--- config.mk ---
export PLATFORM = sky130hd
export DESIGN_NAME = option_strobe_decoder
export DESIGN_NICKNAME = d
export VERILOG_FILES = /design/src/rtl/optdec_pkg.sv /design/src/rtl/optdec_sampler.sv /design/src/rtl/optdec_decode.sv /design/src/rtl/option_strobe_decoder.sv
export SDC_FILE = /design/constraint.sdc
export NUM_CORES = 1
export LEC_CHECK = 0
export ABC_AREA = 1
export BUFFER_PORTS_ARGS = -buffer_cell sky130_fd_sc_hd__buf_2
export CELL_PAD_IN_SITES_DETAIL_PLACEMENT = 1
export CELL_PAD_IN_SITES_GLOBAL_PLACEMENT = 1
export CORE_ASPECT_RATIO = 0.9
export CORE_MARGIN = 2
export CORE_UTILIZATION = 39
export CTS_BUF_LIST = sky130_fd_sc_hd__clkbuf_4
export DETAILED_ROUTE_END_ITERATION = 8
export PLACE_DENSITY = 0.85
export SLEW_MARGIN = 20
export SYNTH_ARGS = -nofsm -noshare
export SYNTH_HDL_FRONTEND = slang
export SYNTH_SLANG_ARGS = --single-unit
--- constraint.sdc ---
create_clock -name clk -period 3.6 [get_ports clk]
set_input_delay 0.54 -clock clk [delete_from_list [all_inputs] [get_ports clk]]
set_output_delay 0.54 -clock clk [all_outputs]
set_load 0.01 [all_outputs]
--- src/rtl/optdec_pkg.sv ---
package optdec_pkg;

    localparam int NDIG = 8;
    localparam int NPIN = 4;
    localparam int PIN_FN  = 0;
    localparam int PIN_RNG = 1;
    localparam int PIN_CTL = 2;
    localparam int PIN_XDP = 3;

    typedef logic [NDIG-1:0] dmask_t;

    typedef enum logic [2:0] {
        FN_FREQ     = 3'd0,
        FN_PERIOD   = 3'd1,
        FN_RATIO    = 3'd2,
        FN_INTERVAL = 3'd3,
        FN_UNIT     = 3'd4,
        FN_SELFOSC  = 3'd5
    } func_e;

    typedef struct packed {
        dmask_t xdp;
        dmask_t ctl;
        dmask_t rng;
        dmask_t fn;
    } hits_t;

    typedef struct packed {
        func_e      func;
        logic [1:0] rng;
        logic       off;
        logic       test;
        logic       mhz1;
        logic       extosc;
        logic       extdp;
        dmask_t     dp;
    } setting_t;

    localparam setting_t SETTING_RESET = '{func: FN_FREQ, rng: 2'd0, off: 1'b0,
                                           test: 1'b0, mhz1: 1'b0, extosc: 1'b0,
                                           extdp: 1'b0, dp: '0};

    function automatic func_e decode_func(input dmask_t m, input func_e prev);
        case (m)
            8'h01:   return FN_FREQ;
            8'h80:   return FN_PERIOD;
            8'h02:   return FN_RATIO;
            8'h10:   return FN_INTERVAL;
            8'h08:   return FN_UNIT;
            8'h04:   return FN_SELFOSC;
            default: return prev;
        endcase
    endfunction

    function automatic logic [1:0] decode_range(input dmask_t m, input logic [1:0] prev);
        case (m)
            8'h01:   return 2'd0;
            8'h02:   return 2'd1;
            8'h04:   return 2'd2;
            8'h08:   return 2'd3;
            default: return prev;
        endcase
    endfunction

endpackage

--- src/rtl/optdec_sampler.sv ---
module optdec_sampler
    import optdec_pkg::*;
#(
    parameter bit ACTIVE_LOW = 1'b1
) (
    input  logic            clk,
    input  logic            rst,
    input  dmask_t          strobe,
    input  logic            slot_late,
    input  logic [NPIN-1:0] pins,
    input  logic            freeze,
    output hits_t           hits,
    output logic            frame_done
);

    logic [NPIN-1:0]           act;
    logic [NPIN-1:0][NDIG-1:0] hit_q;
    dmask_t                    seen_q;
    logic                      sample_ok;

    generate
        if (ACTIVE_LOW) begin : g_low
            assign act = ~pins;
        end else begin : g_high
            assign act = pins;
        end
    endgenerate

    assign sample_ok  = slot_late & $onehot(strobe);
    assign frame_done = (&seen_q) & ~sample_ok;

    always_ff @(posedge clk) begin
        if (rst || freeze || frame_done) begin
            seen_q <= '0;
            hit_q  <= '0;
        end else if (sample_ok) begin
            seen_q <= seen_q | strobe;
            for (int p = 0; p < NPIN; p++) begin
                if (act[p]) hit_q[p] <= hit_q[p] | strobe;
            end
        end
    end

    assign hits.fn  = hit_q[PIN_FN];
    assign hits.rng = hit_q[PIN_RNG];
    assign hits.ctl = hit_q[PIN_CTL];
    assign hits.xdp = hit_q[PIN_XDP];

    // outside a late, single-strobe cycle nothing is recorded
    p_early_ignored_r2: assert property (@(posedge clk) disable iff (rst)
        (!sample_ok && !freeze && !frame_done) |=> ($stable(hit_q) && $stable(seen_q)));

    // a frozen sampler holds no record
    p_freeze_clears_r11: assert property (@(posedge clk) disable iff (rst)
        freeze |=> (seen_q == '0));

endmodule

--- src/rtl/optdec_decode.sv ---
module optdec_decode
    import optdec_pkg::*;
(
    input  hits_t    hits,
    input  setting_t prev,
    input  logic     hold_in,
    output setting_t next
);

    always_comb begin
        next        = prev;
        next.func   = decode_func(hits.fn, prev.func);
        next.rng    = decode_range(hits.rng, prev.rng);
        next.extosc = hits.ctl[0];
        next.mhz1   = hits.ctl[1];
        next.extdp  = hits.ctl[2];
        next.off    = hits.ctl[3] & hold_in;
        next.test   = hits.ctl[7];
        next.dp     = hits.ctl[2] ? hits.xdp : '0;
    end

    // the decimal-point mask never appears without its enable
    always_comb begin
        a_dp_gated_r7: assert (next.extdp || next.dp == '0);
    end

endmodule

--- src/rtl/option_strobe_decoder.sv ---
module option_strobe_decoder
    import optdec_pkg::*;
#(
    parameter bit ACTIVE_LOW = 1'b1
) (
    input  logic       clk,
    input  logic       rst,
    input  logic [7:0] digit_strobe,
    input  logic       slot_late,
    input  logic       fn_pin,
    input  logic       rng_pin,
    input  logic       ctl_pin,
    input  logic       xdp_pin,
    input  logic       hold_in,
    output logic [2:0] func_code,
    output logic [1:0] range_code,
    output logic       disp_off,
    output logic       disp_test,
    output logic       clk_1mhz_sel,
    output logic       ext_osc_en,
    output logic       ext_dp_en,
    output logic [7:0] dp_mask,
    output logic       restart
);

    setting_t cur_q, nxt;
    hits_t    hits;
    logic     frame_done;
    logic     commit;
    logic     restart_q;

    optdec_sampler #(.ACTIVE_LOW(ACTIVE_LOW)) u_samp (
        .clk        (clk),
        .rst        (rst),
        .strobe     (digit_strobe),
        .slot_late  (slot_late),
        .pins       ({xdp_pin, ctl_pin, rng_pin, fn_pin}),
        .freeze     (cur_q.off),
        .hits       (hits),
        .frame_done (frame_done)
    );

    optdec_decode u_dec (
        .hits    (hits),
        .prev    (cur_q),
        .hold_in (hold_in),
        .next    (nxt)
    );

    assign commit = frame_done & ~cur_q.off;

    always_ff @(posedge clk) begin
        if (rst) begin
            cur_q     <= SETTING_RESET;
            restart_q <= 1'b0;
        end else begin
            restart_q <= 1'b0;
            if (cur_q.off) begin
                if (!hold_in) cur_q.off <= 1'b0;
            end else if (commit) begin
                cur_q     <= nxt;
                restart_q <= (nxt.func != cur_q.func) || (nxt.rng != cur_q.rng);
            end
        end
    end

    assign func_code    = cur_q.func;
    assign range_code   = cur_q.rng;
    assign disp_off     = cur_q.off;
    assign disp_test    = cur_q.test;
    assign clk_1mhz_sel = cur_q.mhz1;
    assign ext_osc_en   = cur_q.extosc;
    assign ext_dp_en    = cur_q.extdp;
    assign dp_mask      = cur_q.dp;
    assign restart      = restart_q;

    // never two pulses back to back
    p_restart_single_r10: assert property (@(posedge clk) disable iff (rst)
        restart |=> !restart);

    // a pulse always accompanies a new function or range
    p_restart_cause_r10: assert property (@(posedge clk) disable iff (rst)
        restart |-> ((func_code != $past(func_code)) || (range_code != $past(range_code))));

    // settings move only after a completed scan
    p_update_on_frame_r9: assert property (@(posedge clk) disable iff (rst)
        (!$stable(func_code) || !$stable(range_code)) |-> $past(frame_done));

    // under display off with hold, everything stays put
    p_hold_when_off_r11: assert property (@(posedge clk) disable iff (rst)
        (disp_off && hold_in) |=> ($stable(func_code) && $stable(range_code)
                                   && $stable(dp_mask) && !restart && disp_off));

endmodule

# [Word-level counts from Yosys, hierarchy flattened]
# Cells that the tools add are included.
# Widths: inputs -> output; s select.
[op_classes] add_sub_neg=7 n_eq_ne=13 mux=6 bitwise=13 n_reduce_logical=10
[ops] cell="$or 8x8->8" n=5
[ops] cell="$pmux 3 s6" n=1
[ops] cell="$eq 8x1->1 const B" n=2
[ops] cell="$eq 8x2->1 const B" n=2
[ops] cell="$eq 8x3->1 const B" n=2
[ops] cell="$eq 8x4->1 const B" n=2
[ops] cell="$mux 13" n=1
[ops] cell="$add 4x4->4" n=3
[ops] cell="$reduce_and 2->1" n=5
[ops] cell="$add 1x1->2" n=4
[ops] cell="$eq 8x5->1 const B" n=1
[ops] cell="$eq 8x8->1 const B" n=1
[ops] cell="$mux 8" n=1
[ops] cell="$pmux 2 s4" n=1
[ops] cell="$reduce_and 8->1" n=1
[ops] cell="$and 1x1->1" n=4
[ops] cell="$eq 4x1->1 const B" n=1
[ops] cell="$not 4->4" n=1
[ops] cell="$logic_or 1x1->1" n=3
[ops] cell="$ne 3x3->1" n=1
[ops] cell="$not 1->1" n=3
[ops] cell="$reduce_or 3->1" n=1
[ops] cell="$mux 1" n=2
[ops] cell="$ne 2x2->1" n=1
[word_totals] reg_bits=59 word_cells=63

# [Logic depth before layout (Yosys ltp)]
# Gate-level depths: netlist of the first run.
[logic_depth] depth_word=10 depth_mapped=15

# [Cells and area by module]
# A second synthesis of the first run with hierarchy kept.
[hier_totals] cells_unflattened=407 area_unflattened_um2=3153.0
[modules_own_cells] module="optdec_sampler" n_inst=1 cells_per_inst=214 area_per_inst_um2=1983.2 seq_area_each_um2=800.8
[modules_own_cells] module="option_strobe_decoder" n_inst=1 cells_per_inst=105 area_per_inst_um2=775.7 seq_area_each_um2=380.4
[modules_own_cells] module="optdec_decode" n_inst=1 cells_per_inst=88 area_per_inst_um2=394.1 seq_area_each_um2=0.0

# [Worst setup path after synthesis of the first run]
# No wires, ideal clock.
[synth_path] path_kind="input-to-reg" start="in digit_strobe[6]" end="reg u_samp.hit_q, in the netlist u_samp.hits[7]" setup_time_ns=0.056 arrival_time_ns=3.373 required_time_ns=3.544 slack_ns=0.171 cell_stages=14 path_cell_list="ha_1 > fa_1 > inv_1 > fa_1 > inv_1 > ha_1 > fa_1 > nor2_2 > nand4_4 > or2_1 > buf_6 > o21ai_2 > nand2_1 > inv_1"
[synth_between] elab_chain_cells=8 word_cells_on_any_way=9
[synth_lines] element="start: declaration" line_no="option_strobe_decoder.sv:8" text="input logic [7:0] digit_strobe,"
[synth_lines] element="$add 1x1->2 (not written as such) (*)" line_no="optdec_sampler.sv:29" text="assign sample_ok = slot_late & $onehot(strobe);"
[synth_lines] element="$add 4x4->4 (not written as such) (*) (2 in a row)" line_no="optdec_sampler.sv:29"
[synth_lines] element="$eq 4x1->1 (*)" line_no="optdec_sampler.sv:29"
[synth_lines] element="$and 1x1->1 (*)" line_no="optdec_sampler.sv:29"
[synth_lines] element="$not 1->1" line_no="optdec_sampler.sv:30" text="assign frame_done = (&seen_q) & ~sample_ok;"
[synth_lines] element="$and 1x1->1" line_no="optdec_sampler.sv:30"
[synth_lines] element="$logic_or 1x1->1" line_no="optdec_sampler.sv:33" text="if (rst || freeze || frame_done) begin"
[synth_lines] element="end signal: indexed assignment" line_no="optdec_sampler.sv:39" text="if (act[p]) hit_q[p] <= hit_q[p] | strobe;"
[synth_lines] element="end: declaration" line_no="optdec_sampler.sv:17" text="logic [NPIN-1:0][NDIG-1:0] hit_q;"
# Every way passes the cells marked *; elsewhere a longest branch is shown, timed or not.
# A chain may end at the register's enable or synchronous reset.

# [Worst setup path after layout of the first run]
[layout_path] start="in digit_strobe[6]" end="reg u_samp.hit_q, in the netlist u_samp.hits[2]"
# The elaborated chain is that of the path after synthesis.

==> results_dict.tcl, run 1 <==
set metrics [dict create \
    status "finished clean" \
    layout.cells.non_filler 482 \
    hold_viol 0 \
    post-cts-setup-buffer-count 0 \
    syn_nets 377 \
    dp_cells 474 \
    ys_seq_area_frac 0.419 \
    critical_path_class "in2reg" \
    setup-tns-final_ns 0 \
    wl_per_cell_um 13.0 \
    cts.sinks 56 \
    ctsHoldBuffers 0 \
    yosysMostFrequentCell "inv_1" \
    synth_cell_types 31 \
    grt_usage 0.182 \
    max-cap-violations 0 \
    min_path_type "in2reg" \
    muxShareOfSynthArea 0 \
    grt_pass1_wl_um 10900 \
    first_pass_iters 4 \
    vias_per_cell 4.80 \
    finalPower_mw 1.20 \
    place_ws_ns -0.171 \
    num_antenna_cells 0 \
    max_freq_mhz 298 \
    synth_warnings 0 \
    drt-initial-drc-count 54 \
    die_h_um 82.5 \
    synth_edf_count 0 \
    crit_arrival_ns 3.69 \
    synth_top_family_by_area "simple AND/OR/NAND/NOR gates" \
    cts_max_level 2 \
    critPathCaptureType "flop" \
    numCtsBuffers 5 \
    area_delta_synth_final_pct 13.6 \
    fin_crit_sh 0.933 \
    rsz0062_at_grt "false" \
    cts.clk_slew.worst_paths_ns 0.16 \
    synth_fa_ha_area_frac 0.0581 \
    final_util 0.458 \
    cts_root_buf "clkbuf_4" \
    fillers 866 \
    start_kind "primary input" \
    clk_latency_ns 0.38 \
    reg2reg_depth 8 \
    synth_common_cells "59 x inv_1, 56 x dfxtp_1, 48 x nand2_1, 30 x nor2_1, 21 x o21ai_1" \
    synthCells 351 \
    antenna_found_initial 0 \
    placed_area_mm2 0.00298 \
    hold-worst-slack_ns 0.397 \
    clk_path_buf_depth 2 \
    synthTopCellsByArea "dfxtp_1 42%, inv_1 8.3%, nand2_1 6.7%" \
    power.density_mw_per_mm2 395 \
    leakage_nw 1.55 \
    cts_tree "built" \
    yosys.area_share.xor_xnor 0.00328 \
    io_buffers 34 \
    worstMarginPinSlew_ns 0.416 \
    drtAntennaViolNets 0 \
    final_max_slew_viol_count 0 \
    max-vdd-ir-drop_mv 0.198 \
    syn_area_mm2 0.00267 \
    yosys.area_share.simple 0.246 \
    die_w_um 91.3 \
    place.gp.congestion 0.829 \
    relSlewSlack 0.723 \
    avgSynthCellArea_um2 7.61 \
    die-area_mm2 0.00753 \
    num_rows 28 \
    yosysTopAreaCellShare 0.419 \
    grt_max_degree 21 \
    layout_min_cycle_time_ns 3.36 \
    max_stage_delay_ns 0.55 \
    fin_ws_ns 0.240 \
    synth_ff_type "dfxtp_1" \
    min_delay_path_depth 3 \
    core_area_mm2 0.00662 \
    overflow 0 \
    synth_compound_area_frac 0.139 \
    synth_area_leader_cell "dfxtp_1" \
    path_cells "buf_2 -> ha_1 -> fa_1 -> inv_1 -> fa_1 -> inv_1 -> ha_1 -> fa_1 -> nor2_2 -> nand4_4 -> or2_1 -> o21ai_2 -> nand2_1 -> inv_1" \
    io_pins 35 \
    wl_um 6280 \
    required_ns 3.94 \
    setup_viol 0 \
    nets 417 \
    vias 2313 \
    cp_slowest_cell "fa_1" \
    skew_ns 0.0104 \
    grt_pass1_vias 2346 \
    stdcell_area_mm2 0.00304 \
    start_util 0.404 \
    regArea_mm2 0.00112 \
    place_hpwl_um 4880 \
    drc_errors 0 \
    async_flop_share 0 \
    ys_ff_latch 56 \
    cp_max_fo 8 \
    ctsResizeCount 0 \
    drive_gt1_frac 0.222 \
    multiInputGateArea_mm2 0.00119 \
]
layout by cell type, fill, tap and decap left out, drive strengths merged:
| cell | Yosys | layout |
|---|---|---|
| inv | 71 | 72 |
| dfxtp | 56 | 56 |
| nand2 | 49 | 49 |
| buf | 9 | 45 |
| o21ai | 39 | 39 |
| nor2 | 38 | 38 |
| nand3 | 25 | 25 |
| a21oi | 16 | 16 |
| nor3 | 16 | 16 |
| o21a | 8 | 8 |
| ha | 6 | 6 |
| clkbuf | 3 | 5 |
| fa | 4 | 4 |
| nand4 | 4 | 4 |
| or2 | 3 | 3 |
| a31oi | 2 | 2 |
| clkinv | 0 | 2 |
| xor2 | 1 | 1 |
| nand3b | 1 | 1 |
cell type report:
cell class / instances / area share
Multi-Input combinational cell: 212 / 0.393
Clock buffer: 5 / 0.0124
Tap cell: 90 / 0.0371
Timing Repair Buffer: 45 / 0.0915
Sequential cell: 56 / 0.369
Inverter: 71 / 0.0894
Clock inverter: 3 / 0.00742
worst paths after layout:
| kind | start | to | slack (ns) |
|---|---|---|---|
| worst min-delay path | hold_in | disp_off | 0.40 |
| worst min register to register | dp_mask[4] | dp_mask[4] | 0.47 |
| worst max register to register | u_samp.hits[2] | restart | 2.25 |
| worst max-delay path | digit_strobe[6] | u_samp.hits[2] | 0.24 |
sequential cells by signal (all words and copies together) (netlist names):
register       count
clk_1mhz_sel       1
disp_off           1
disp_test          1
dp_mask            8
ext_dp_en          1
ext_osc_en         1
func_code          3
range_code         2
restart            1
u_samp.hits       29
u_samp.seen_q      8
report_power, final:
part,leakage (nW),switching (mW),internal (mW)
Sequential,0.452,0.0179,0.647
Combinational,1.06,0.154,0.0935
Clock,0.0356,0.205,0.0796
Total,1.55,0.377,0.820
cells by family (layout without fill, tap and decap cells):
group / after synthesis / in the layout
flops: 56 / 56
xor+xnor: 1 / 1
simple gates: 136 / 136
buf+inv: 83 / 124
compound gates: 65 / 65
fa+ha+maj: 10 / 10
per-layer routing:
metal | wire length, um | share of wire | vias up | global-route usage
met5 | 0 | 0 | - | 0
met4 | 51 | 0.0081 | 0 | 0.0424
met3 | 138 | 0.022 | 7 | 0.0309
met2 | 3140 | 0.50 | 23 | 0.348
met1 | 2950 | 0.47 | 1095 | 0.215
li1 | - | - | 1188 | -
critical path: cells and delay by family:
kind	cells	cell delay [ns]
buffers and inverters	4	0.26
AO/OA/AOI/OAI	1	0.18
AND/OR/NAND/NOR	4	0.74
adder cells (fa/ha/maj)	5	1.95
(Power assumes the default switching activity.)
==> inputs of run 2 (changes only) <==
Settings changed: GPL_TIMING_DRIVEN set to 0, SETUP_SLACK_MARGIN set to 0.2.
==> run 2 against run 1 <==
Against the previous run:
- worst setup slack improved by 0.072 ns
- first-iteration DRC count increased by 41%
- hold slack got worse by 0.026 ns
- largest cell class unchanged
==> results_dict.tcl, run 2 (synthesis gave the netlist of run 1 again) <==
set metrics [dict create \
    stdcell_area_mm2 0.00304 \
    max-cap-violations 0 \
    cts.sinks 56 \
    core_area_mm2 0.00662 \
    hold_viol 0 \
    grt_usage 0.187 \
    final_max_slew_viol_count 0 \
    die_w_um 91.3 \
    hold_end "disp_off" \
    numCtsBuffers 5 \
    cts.clk_slew.worst_paths_ns 0.16 \
    min_delay_path_depth 3 \
    start_util 0.404 \
    die_h_um 82.5 \
    start_kind "primary input" \
    dp_cells 473 \
    r2r-end "dp_mask[5]" \
    reg2reg_depth 7 \
    required_ns 3.92 \
    die-area_mm2 0.00753 \
    wl_per_cell_um 13.7 \
    placed_area_mm2 0.00296 \
    crit_arrival_ns 3.61 \
    status "finished clean" \
    overflow 0 \
    io_buffers 32 \
    setup_viol 0 \
    drc_errors 0 \
    drt-initial-drc-count 76 \
    skew_ns 0.0160 \
    leakage_nw 1.53 \
    cts_tree "built" \
    area_delta_synth_final_pct 13.6 \
    grt_pass1_vias 2397 \
    max_freq_mhz 304 \
    cts_root_buf "clkbuf_4" \
    nets 418 \
    mostFrequentLayoutCells "59 x inv_1, 56 x dfxtp_1, 47 x nand2_1" \
    fillers 858 \
    grt_pass1_wl_um 11000 \
    num_rows 28 \
    power.density_mw_per_mm2 400 \
    layout.cells.non_filler 483 \
    clk_latency_ns 0.40 \
    critPathCaptureType "flop" \
    critical_path_class "in2reg" \
    holdCritStartpoint "hold_in" \
    layout_commonest_cell "inv_1" \
    place_hpwl_um 5120 \
    regArea_mm2 0.00112 \
    io_pins 35 \
    antenna_found_initial 0 \
    cts_max_level 2 \
    num_antenna_cells 0 \
    rrSetupSlack_ns 2.12 \
    drive_gt1_frac 0.226 \
    first_pass_iters 4 \
    drtAntennaViolNets 0 \
    cp_max_fo 10 \
    rr_startpoint "u_samp.seen_q[7]" \
    grt_max_degree 18 \
    place.gp.congestion 0.806 \
    wl_um 6630 \
    relSlewSlack 0.689 \
    vias_per_cell 4.84 \
    largest_reg_flops 29 \
    multiInputGateArea_mm2 0.00120 \
    layout_min_cycle_time_ns 3.29 \
    clk_path_buf_depth 2 \
    rsz0062_at_grt "false" \
    worstMarginPinSlew_ns 0.467 \
    max-vdd-ir-drop_mv 0.225 \
    vias 2338 \
    min_path_type "in2reg" \
    fin_crit_sh 0.913 \
]
-- run 2: changes by cell type in the layout (fill, tap and decap cells not counted), moves of 2 or more --
cell / previous run / this run
buf_1: 0 / 2
ha_2: 0 / 3
buf_6: 0 / 5
clkbuf_1: 0 / 2
ha_1: 6 / 3
buf_12: 2 / 0
buf_4: 9 / 3
-- run 2: how the worst max path moves through the flow --
stage,start,end,slack (ns),cells past startpoint
after floorplan,digit_strobe[7],u_samp.hits[7],0.24,14
after global placement,digit_strobe[7],ext_osc_en,-0.06,15
after detailed placement,digit_strobe[7],clk_1mhz_sel,-0.16,15
after CTS,digit_strobe[7],u_samp.hits[15],0.26,16
after global routing,digit_strobe[7],ext_osc_en,0.19,14
final,digit_strobe[7],func_code[2],0.31,14
-- run 2: layer usage --
layer | part of all wire | track usage | wire length [um]
met1 | 0.45 | 0.219 | 3010
met2 | 0.52 | 0.359 | 3430
met3 | 0.021 | 0.0309 | 137
met4 | 0.0081 | 0.0500 | 54
met5 | 0 | 0 | 0
-- run 2: critical path, cell delays in order --
cell,delay (ns)
buf_2,0.12
ha_2,0.31
inv_1,0.05
fa_2,0.40
fa_1,0.51
inv_1,0.04
ha_2,0.17
fa_1,0.46
nor2_2,0.17
nand4_4,0.18
nand3_4,0.22
inv_4,0.09
buf_6,0.16
a31oi_1,0.17
-- run 2: repair_timing --
item | CTS | global route
hold buffers | 0 | 0
setup endpoints to repair | 0 | 42
buffers inserted | 0 | 2
resized for setup | 0 | 3
-- run 2: per-stage QoR --
step	total power [mW]	utilization	setup WS (ns)	hold WS [ns]	TNS, ns
finish	1.21	0.458	0.313	0.371	0
global route	1.28	0.458	0.194	0.369	0
CTS	1.22	0.456	0.255	0.351	0
floorplan	0.860	-	0.237	0.432	0
global placement	0.909	0.446	-0.0618	0.445	-1.08
detailed placement	0.930	0.446	-0.162	0.453	-5.84
-- run 2: area by class of cell --
cell class / count / area share
plain buffers: 12 / 0.0293
clock inverters: 2 / 0.00536
inverters: 71 / 0.0894
clock buffers: 6 / 0.0148
repair buffers: 34 / 0.0577
multi-input cells: 212 / 0.397
flip-flops and latches: 56 / 0.369
well taps: 90 / 0.0371
-- run 2: where the power goes --
part           switching [mW]  total, mW  leakage [nW]  internal [mW]
Clock                   0.208      0.294        0.0319         0.0857
Sequential             0.0167      0.664         0.452          0.647
Combinational           0.162      0.257          1.05         0.0946
